--- src/rtl/masksq_pkg.sv ---
package masksq_pkg;
  localparam int NB    = 4;
  localparam int NENT  = 1 << NB;
  localparam int TBITS = NB * NENT;

  typedef logic [NB-1:0]    nib_t;
  typedef logic [TBITS-1:0] tab_t;

  function automatic nib_t tab_read(tab_t tab, nib_t idx);
    return tab[idx*NB +: NB];
  endfunction

  function automatic nib_t tab_invert(tab_t tab, nib_t val);
    nib_t res = '0;
    for (int i = 0; i < NENT; i++)
      if (tab[i*NB +: NB] == val) res = nib_t'(i);
    return res;
  endfunction
endpackage

--- src/rtl/mask_codec.sv ---
module mask_codec
  import masksq_pkg::*;
#(
  parameter tab_t ENC_TAB = 64'hC907_24DE_B56A_1F83,
  parameter bit   SQUEEZE = 1'b1
) (
  input  nib_t raw_in,
  input  nib_t stored_in,
  output nib_t stored_out,
  output nib_t raw_out
);
  generate
    if (SQUEEZE) begin : g_sq
      assign stored_out = tab_read(ENC_TAB, raw_in);
      assign raw_out    = tab_invert(ENC_TAB, stored_in);
    end else begin : g_raw
      assign stored_out = raw_in;
      assign raw_out    = stored_in;
    end
  endgenerate
endmodule

--- src/rtl/masked_lut.sv ---
module masked_lut
  import masksq_pkg::*;
#(
  parameter tab_t SBOX_TAB  = 64'h2174_8FE3_DA09_B65C,
  parameter bit   RECOMPUTE = 1'b0
) (
  input  nib_t masked_in,
  input  nib_t mask_in,
  input  nib_t key,
  input  nib_t fresh_mask,
  output nib_t remasked
);
  localparam int ADDR_W = 2 * NB;
  localparam int DEPTH  = 1 << ADDR_W;

  generate
    if (RECOMPUTE) begin : g_recomp
      nib_t plain_idx;
      assign plain_idx = masked_in ^ mask_in ^ key;
      assign remasked  = tab_read(SBOX_TAB, plain_idx) ^ fresh_mask;
    end else begin : g_zoff
      nib_t tbl [DEPTH];
      logic [ADDR_W-1:0] addr;
      for (genvar a = 0; a < DEPTH; a++) begin : g_ent
        localparam logic [ADDR_W-1:0] AV = ADDR_W'(a);
        assign tbl[a] = tab_read(SBOX_TAB, AV[NB-1:0] ^ AV[ADDR_W-1:NB] ^ key);
      end
      assign addr     = {mask_in, masked_in};
      assign remasked = tbl[addr] ^ fresh_mask;
    end
  endgenerate
endmodule

--- src/rtl/masked_sbox_stage.sv ---
module masked_sbox_stage
  import masksq_pkg::*;
#(
  parameter tab_t SBOX_TAB  = 64'h2174_8FE3_DA09_B65C,
  parameter tab_t ENC_TAB   = 64'hC907_24DE_B56A_1F83,
  parameter bit   SQUEEZE   = 1'b1,
  parameter bit   RECOMPUTE = 1'b0
) (
  input  logic        clk,
  input  logic        rst,
  input  logic        load,
  input  logic        step,
  input  logic [3:0]  load_data,
  input  logic [3:0]  load_mask,
  input  logic [3:0]  key,
  input  logic [3:0]  fresh_mask,
  output logic [3:0]  data_q,
  output logic [3:0]  mask_q
);
  nib_t mask_plain;
  nib_t mask_src;
  nib_t mask_enc_next;
  nib_t lut_out;
  logic do_load;
  logic do_step;

  assign do_load  = load;
  assign do_step  = step & ~load;
  assign mask_src = do_load ? load_mask : fresh_mask;

  mask_codec #(.ENC_TAB(ENC_TAB), .SQUEEZE(SQUEEZE)) u_codec (
    .raw_in    (mask_src),
    .stored_in (mask_q),
    .stored_out(mask_enc_next),
    .raw_out   (mask_plain)
  );

  masked_lut #(.SBOX_TAB(SBOX_TAB), .RECOMPUTE(RECOMPUTE)) u_lut (
    .masked_in (data_q),
    .mask_in   (mask_plain),
    .key       (key),
    .fresh_mask(fresh_mask),
    .remasked  (lut_out)
  );

  always_ff @(posedge clk) begin
    if (rst) begin
      data_q <= '0;
      mask_q <= '0;
    end else if (do_load) begin
      data_q <= load_data;
      mask_q <= mask_enc_next;
    end else if (do_step) begin
      data_q <= lut_out;
      mask_q <= mask_enc_next;
    end
  end
endmodule

--- config.mk ---
export PLATFORM = sky130hd
export DESIGN_NAME = masked_sbox_stage
export DESIGN_NICKNAME = d
export VERILOG_FILES = /design/src/rtl/masksq_pkg.sv /design/src/rtl/mask_codec.sv /design/src/rtl/masked_lut.sv /design/src/rtl/masked_sbox_stage.sv
export SDC_FILE = /design/constraint.sdc
export NUM_CORES = 1
export LEC_CHECK = 0
export ABC_AREA = 1
export BUFFER_PORTS_ARGS = -buffer_cell sky130_fd_sc_hd__buf_2
export CAP_MARGIN = 0
export CELL_PAD_IN_SITES_DETAIL_PLACEMENT = 2
export CELL_PAD_IN_SITES_GLOBAL_PLACEMENT = 2
export CORE_MARGIN = 8
export CORE_UTILIZATION = 28
export CTS_CLUSTER_DIAMETER = 60
export DETAILED_ROUTE_END_ITERATION = 8
export GPL_ROUTABILITY_DRIVEN = 1
export MAX_ROUTING_LAYER = met4
export PLACE_DENSITY_LB_ADDON = 0.1
export SYNTH_ARGS = -nofsm -noshare
export SYNTH_HDL_FRONTEND = slang
export SYNTH_SLANG_ARGS = --single-unit
export TNS_END_PERCENT = 20
--- constraint.sdc ---
create_clock -name clk -period 1.95 [get_ports clk]
set_input_delay 0.195 -clock clk [delete_from_list [all_inputs] [get_ports clk]]
set_output_delay 0.195 -clock clk [all_outputs]
set_load 0.02 [all_outputs]
==> impl_results.md, run 1 <==
- Status: complete, but fails checks
- Failing checks: setup timing
- Worst setup margin: -0.387 ns
- Max-cap viol count: 0
- Site Rows: 48
- PortBufs: 27
- PwrDens: 661 nW/µm²
- Chip width: between 100 and 150 µm
- Post-synthesis sequential area ratio: 0.0331
- DR vias/cell: 5.95
- Pins Over Slew Limit: 0
- Hold Path Cell Cnt: 4
- Syn_nets: approximately 1000
- Lkg Pwr: approximately 3.1 nW
- WL per Instance: 21.6 µm
- Layout cell share with drive strength beyond 1: 0.308
- Clock Path Buffers: 2
- Post-route ant nets: 0
- Post-Syn Instances: 987
- Met2 Usage GRT: 0.441
- Tightest Pin Transition: between 0.6 and 0.7 ns
- Worst setup EP type: flop
- P_int: 1.79 mW
- Finished Layout Cells: 1256
- Initial antenna violation count: 0
- Worst hold start: fresh_mask[2]
- TritonCTS Buffers: 3
- GP Congestion: 0.862
- Critical path class: primary input to flop
- Critical Path AT: 2.51 ns
- First-pass GRT wire length: around 44000 µm
- Syn-to-layout area delta: 38.6%
- GRT overflow: 0
- CTS tree: yes
- Switching pwr: roughly 2.6 mW
- Clock transition at the registers of the reported paths: about 0.05 ns
- Mapped cell area: approximately 4800 µm²
- #FFs+latches synth: 8
- Vias in the first global route: 8156
- Critical Path RT: 2.12 ns
- Initial DRC count: 392
- Worst slew margin: 0.556
- # diodes: 0
- DRC viols: 0
- Core Region: 17100 µm²
- DR vias: between 7000 and 8000
- Comb power frac: 0.869
- Top FF cell, synth: dfxtp_1
- Inst Count DP: 1252
- Flop2flop setup slack: -0.35 ns
- H-tree Lvls: 1
- Fmax: 428 MHz
- Clk_lat worst skew: 0.24 ns
- Warnings from Yosys: 0
- Hpwl dp: approximately 20000 µm
- Sink Count: 8
- Synth area leader: nand3_1
- # nets final: 1067
- Global routing's busiest layer: met2
- Commonest cells in the synthesized netlist: nand3_1 (544), nand2_1 (232), inv_1 (38), buf_2 (27), buf_1 (24)
- Hold path endpoint: data_q[2]
- Num ports: 28
- Setup TNS: -1.39 ns
- Initial Util: 0.283
- Pre-antenna DRT Iters: 5
- Met3 GRT Util: 0.00917
- R2R Path End: data_q[1]
- Top cell type's share of synthesized area: 0.563
- Worst-path fanout max: 5
- Sw frac: 0.596
- VDD IR-drop max: 0.423 mV
- Synth async-reset ratio: 0
- Avg Cell Area, Syn: 4.90 µm²
- RSZ-0062 raised after global routing: true
- RR Startpoint: data_q[0]
- Largest net degree at the start of global routing: 57
- Clock network fraction of total power: 0.084
- Final worst-path cycle share: 1.20
- # setup viols final: 4
- Met1 Use GR: 0.296
- Ranking of synthesized cells by area: nand3_1 (56%), nand2_1 (18%), ha_1 (3.6%)
- Final hold vios: 0
- Die height: 147 µm
- WL final: around 27000 µm
- Top-count cell post-synth: nand3_1
- Post-synth EDFFs: 0
- Worst Hold Class: primary input to flop
- Reg power frac: 0.047
- R2R cell count: 17
- Tot GR Track Use: 0.251
- Clock skew: 0.00879 ns
- CP Launch Type: primary input
- Hold Buf Count CTS: 0
- Post-synth cell types: 21
- Die ar.: 21700 µm²
- Root Buffer: clkbuf_16
- Final Critical Period: roughly 2.3 ns
flip-flops by register name (all words and copies together) (netlist names):
| register | flops |
|---|---|
| mask_q | 4 |
| data_q | 4 |
placed cells by master, fill, tap and decap left out:
| master | instances |
|---|---|
| o21ai_0 | 15 |
| dfxtp_2 | 5 |
| xor2_2 | 2 |
| ha_2 | 4 |
| buf_6 | 4 |
| o31ai_1 | 1 |
| inv_2 | 8 |
| buf_8 | 1 |
| nor2_4 | 2 |
| nand2_2 | 37 |
| a21oi_1 | 11 |
| clkinvlp_4 | 1 |
| nand3_4 | 1 |
| dfxtp_1 | 3 |
| a21oi_2 | 1 |
| ha_1 | 9 |
| nor2_2 | 1 |
| buf_12 | 15 |
| nand3_2 | 123 |
| nand3_1 | 420 |
| o211ai_1 | 10 |
| o21ai_1 | 3 |
| o21ai_2 | 2 |
| buf_2 | 26 |
| nand2_1 | 195 |
| a22oi_1 | 4 |
| nand2_8 | 1 |
| buf_4 | 70 |
| inv_4 | 2 |
| nor2_1 | 10 |
| xor2_1 | 1 |
| ha_4 | 1 |
| or2_2 | 4 |
| inv_1 | 31 |
| nand2_4 | 4 |
| clkbuf_16 | 3 |
cell families (layout without fill, tap and decap cells):
family | Yosys count | after routing | synth area share
AOI/OAI and AO/OA | 47 | 47 | 0.0580
xor gates and xnor gates | 3 | 3 | 0.00544
adders and majority gates | 14 | 14 | 0.0363
buffers and inverters | 117 | 161 | 0.102
DFF | 8 | 8 | 0.0331
and+or+nand+nor | 798 | 798 | 0.765
power groups by stage:
stage | logic (mW) | clock network [mW] | registers [mW]
after global placement | 3.29 | 0 | 0.210
after CTS | 3.75 | 0.381 | 0.208
after detailed placement | 3.40 | 0 | 0.210
after global routing | 4.23 | 0.384 | 0.210
after floorplan | 2.22 | 0 | 0.228
final | 3.85 | 0.373 | 0.208
metrics by stage:
step / hold slack (ns) / worst slack (ns) / total power, mW / utilization / area, µm²
after floorplan: 0.384 / -0.0115 / 2.44 / - / 4880
after global placement: 0.501 / -0.591 / 3.50 / 0.341 / 5810
after detailed placement: 0.516 / -0.766 / 3.61 / 0.341 / 5810
after CTS: 0.263 / -0.267 / 4.34 / 0.389 / 6640
after global routing: 0.275 / -0.584 / 4.82 / 0.393 / 6700
final: 0.256 / -0.387 / 4.43 / 0.393 / 6700
worst max-delay path, cell delays in order:
cell        delay [ns]
buf_8             0.08
clkinvlp_4        0.14
ha_4              0.37
nand2_4           0.09
buf_6             0.14
buf_4             0.14
nand3_2           0.10
nand3_2           0.12
nand3_2           0.13
nand3_2           0.10
nand3_1           0.11
nand2_2           0.09
nand2_2           0.07
nand3_1           0.07
nand3_1           0.11
nand3_2           0.11
nand3_2           0.10
nand3_2           0.08
a21oi_2           0.16
how the worst max path moves through the flow:
stage / startpoint / endpoint / slack (ns) / cells after the start
6_report: key[0] / data_q[0] / -0.39 / 19
5_1_grt: key[0] / data_q[1] / -0.58 / 20
4_1_cts: key[0] / data_q[3] / -0.27 / 20
3_5_place_dp: key[0] / data_q[3] / -0.77 / 20
3_3_place_gp: key[0] / data_q[3] / -0.59 / 20
2_1_floorplan: key[0] / data_q[0] / -0.01 / 18
per-layer routing:
layer  part of all wire  vias to the layer above
met5                  0                        -
met4              0.043                        0
met3              0.016                       61
met2               0.50                      128
met1               0.44                     3717
li1                   -                     3562
final cells by class:
| type | instances | area (µm²) |
|---|---|---|
| Sequential cell | 8 | 166 |
| Clock buffer | 3 | 75.1 |
| Multi-Input combinational cell | 862 | 4990 |
| Tap cell | 225 | 282 |
| Inverter | 42 | 166 |
| Timing Repair Buffer | 116 | 1020 |
| Fill cell | 2160 | 10400 |
repair_timing:
item | in CTS | in global routing
resized for setup | 176 | 14
endpoints found under the hold margin | 0 | 0
setup buffers | 1 | 0
pin swaps | 50 | 2
endpoints found under the setup margin | 4 | 4
Note: power is estimated with default switching activity, not from simulation.
==> inputs of run 2 (changes only) <==
--- a/config.mk
+++ b/config.mk
@@ -17,6 +17,7 @@
 export GPL_ROUTABILITY_DRIVEN = 1
 export MAX_ROUTING_LAYER = met4
 export PLACE_DENSITY_LB_ADDON = 0.1
+export SETUP_SLACK_MARGIN = 0.3
 export SYNTH_ARGS = -nofsm -noshare
 export SYNTH_HDL_FRONTEND = slang
 export SYNTH_SLANG_ARGS = --single-unit
==> run 2 against run 1 <==
The run still ends with setup timing left. Routed wire length rose by 27%. Total power rose by 13%. Count of clock-buffer cells in the layout unchanged. Via count grew 9.4%. Register-to-register slack got worse by 0.19 ns. Clock skew is 0.0095 ns higher. Sequential power about the same. Critical path depth is the same. Final cell count up 2.3%. Critical endpoint unchanged. First-iteration DRC count grew 65%. Non-clock buffer count increased by 27.
==> impl_results.md, run 2 (synthesized netlist as in run 1, its figures left out) <==
- Status: complete, but fails checks (unchanged)
- Failing checks: setup timing (unchanged)
- Die height: 147 µm (unchanged)
- Root Buffer: clkbuf_16 (unchanged)
- Pins Over Slew Limit: 0 (unchanged)
- Worst setup margin: -0.708 ns (was -0.387 ns)
- Hold Path Cell Cnt: 4 (unchanged)
- # nets final: 1095 (was 1067)
- GP Congestion: 0.867 (was 0.862)
- Flop2flop setup slack: -0.54 ns (was -0.35 ns)
- Initial antenna violation count: 1 (was 0)
- Worst-path fanout max: 5 (unchanged)
- First-pass GRT wire length: 45900 µm (was 43700 µm)
- Sink Count: 8 (unchanged)
- Vias in the first global route: 8416 (was 8156)
- Clock Path Buffers: 2 (unchanged)
- RSZ-0062 raised after global routing: true (unchanged)
- Tot GR Track Use: 0.264 (was 0.251)
- Max-cap viol count: 0 (unchanged)
- Final Critical Period: 2.66 ns (was 2.34 ns)
- Worst hold start: fresh_mask[2] (unchanged)
- Worst Hold Class: primary input to flop (unchanged)
- Hpwl dp: 20700 µm (was 19900 µm)
- Critical Path AT: 2.84 ns (was 2.51 ns)
- Largest registers: data_q (4), mask_q (4) (unchanged)
- CTS tree: yes (unchanged)
- Slowest-stage cell, CP: ha_4 (unchanged)
- PwrDens: 681 nW/µm² (was 661 nW/µm²)
- Crit-path cells: buf_8 -> clkinvlp_4 -> ha_4 -> inv_8 -> nand2_8 -> nand3_4 -> nand3_4 -> nand3_2 -> nand3_2 -> nand3_1 -> nand2_1 -> nand2_1 -> nand3_1 -> nand3_1 -> nand3_2 -> nand2_1 -> nand2_1 -> nand3_2 -> a21oi_2 (was buf_8 -> clkinvlp_4 -> ha_4 -> nand2_4 -> buf_6 -> buf_4 -> nand3_2 -> nand3_2 -> nand3_2 -> nand3_2 -> nand3_1 -> nand2_2 -> nand2_2 -> nand3_1 -> nand3_1 -> nand3_2 -> nand3_2 -> nand3_2 -> a21oi_2)
- Largest net degree at the start of global routing: 57 (unchanged)
- Post-Place Worst Slack: -0.716 ns (was -0.766 ns)
- Buffers plus inverters on the worst setup path: 3 (was 4)
- Layout cell share with drive strength beyond 1: 0.362 (was 0.308)
- DR vias: 8173 (was 7468)
- VDD IR-drop max: 0.421 mV (was 0.423 mV)
- Num ports: 28 (unchanged)
- Final hold vios: 0 (unchanged)
- CP max stage delay: 0.47 ns (was 0.37 ns)
- Worst slew margin: 0.651 (was 0.556)
- Worst setup EP type: flop (unchanged)
- Post-route ant nets: 0 (unchanged)
- Initial Util: 0.283 (unchanged)
- WL per Instance: 26.7 µm (was 21.6 µm)
- R2R Path End: data_q[0] (was data_q[1])
- WL final: 34300 µm (was 27100 µm)
- Chip width: 147 µm (unchanged)
- # setup viols final: 4 (unchanged)
- Clock transition at the registers of the reported paths: 0.06 ns (was 0.05 ns)
- Critical Path RT: 2.14 ns (was 2.12 ns)
- RR Startpoint: data_q[0] (unchanged)
- # fillers: 2107 (was 2160)
- CP top delay family: simple AND/OR/NAND/NOR gates (unchanged)
- Site Rows: 48 (unchanged)
- GRT overflow: 0 (unchanged)
- Tightest Pin Transition: 0.517 ns (was 0.659 ns)
- PortBufs: 27 (unchanged)
- Syn-to-layout area delta: 52.1% (was 38.6%)
- Hold Buf Count CTS: 0 (unchanged)
- Initial DRC count: 647 (was 392)
- Core Region: 17100 µm² (unchanged)
- DR vias/cell: 6.36 (was 5.95)
- CP Launch Type: primary input (unchanged)
- Clock skew: 0.0183 ns (was 0.00879 ns)
- Critical path class: primary input to flop (unchanged)
- Clk_lat worst skew: 0.26 ns (was 0.24 ns)
- Most frequent cells in the layout: nand3_1 (402), nand2_1 (183), nand3_2 (127), buf_4 (93), nand2_2 (42) (was nand3_1 (420), nand2_1 (195), nand3_2 (123), buf_4 (70), nand2_2 (37))
- Lkg Pwr: 3.39 nW (was 3.15 nW)
- DRC viols: 0 (unchanged)
- Most common cell after layout, fill and taps aside: nand3_1 (unchanged)
- H-tree Lvls: 1 (unchanged)
- Final worst-path cycle share: 1.36 (was 1.20)
- R2R cell count: 16 (was 17)
- TritonCTS Buffers: 3 (unchanged)
- Die ar.: 21700 µm² (unchanged)
- Fmax: 376 MHz (was 428 MHz)
- Pre-antenna DRT Iters: 5 (unchanged)
- Hold path endpoint: data_q[2] (unchanged)
- Hold slack final: 0.238 ns (was 0.256 ns)
==> run 2: cell count changes in the layout (fill, tap and decap cells not counted), sizes merged <==
| cell | previous run | this run |
|---|---|---|
| buf | 116 | 143 |
| diode | 0 | 1 |
| inv | 41 | 40 |
| nand2 | 237 | 238 |
| clkinvlp | 1 | 2 |
==> run 2: layout make-up <==
class | instances | area [µm²] | area share
antenna | 1 | 2.50 | 0.000340
sequential | 8 | 166 | 0.0226
inverter | 42 | 175 | 0.0238
timing repair buffer | 143 | 1300 | 0.177
clock buffer | 3 | 75.1 | 0.0102
multi-input combinational | 863 | 5350 | 0.728
tap | 225 | 282 | 0.0383
==> run 2: worst reg2reg max path, stage by stage, from the launching register on <==
cell,delay (ns)
dfxtp_2,0.34
inv_1,0.12
buf_12,0.24
buf_4,0.24
nand3_2,0.14
nand3_2,0.13
nand3_1,0.11
nand3_1,0.10
nand2_1,0.13
nand2_1,0.14
nand3_1,0.13
nand3_1,0.14
nand3_2,0.09
nand2_1,0.09
nand2_1,0.07
nand3_2,0.09
a21oi_2,0.07
==> run 2: how the worst max path moves through the flow <==
stage               startpoint   endpoint  slack, ns  depth (start not counted)
finish                  key[0]  data_q[0]      -0.71                         19
global route            key[0]  data_q[0]      -0.79                         19
CTS                     key[0]  data_q[3]      -0.29                         20
detailed placement      key[0]  data_q[0]      -0.72                         18
global placement        key[1]  data_q[1]      -0.58                         19
floorplan               key[0]  data_q[3]      0.002                         19
==> run 2: layer usage <==
layer | GRT usage | share of wire | up-vias | routed length [µm]
met5 | - | 0 | - | 0
met4 | 0.111 | 0.062 | 0 | 2110
met3 | 0.0107 | 0.037 | 149 | 1280
met2 | 0.469 | 0.50 | 319 | 17100
met1 | 0.307 | 0.40 | 4080 | 13800
li1 | - | - | 3625 | -
==> run 2: repair_timing <==
| item | 4_1_cts | 5_1_grt |
|---|---|---|
| pin swaps | 25 | 49 |
| setup buffers | 2 | 2 |
| endpoints found under the setup margin | 8 | 8 |
| gates resized for setup | 98 | 149 |
| cloned | 1 | 0 |
| endpoints found under the hold margin | 0 | 0 |
==> run 2: stage by stage <==
step	std cells	total power, mW	TNS (ns)	instance area [µm²]	utilization
2_1_floorplan	987	2.46	0	4940	-
3_3_place_gp	1276	3.59	-2.16	6130	0.359
3_5_place_dp	1276	3.72	-2.65	6130	0.359
4_1_cts	1282	4.27	-1.11	6650	0.390
5_1_grt	1285	5.29	-2.73	7350	0.431
6_report	1285	5.01	-2.25	7350	0.431
==> run 2: power breakdown <==
part | internal, mW | switching, mW
Combinational | 1.47 | 2.92
Clock | 0.269 | 0.138
Sequential | 0.186 | 0.0227
Total | 1.93 | 3.08
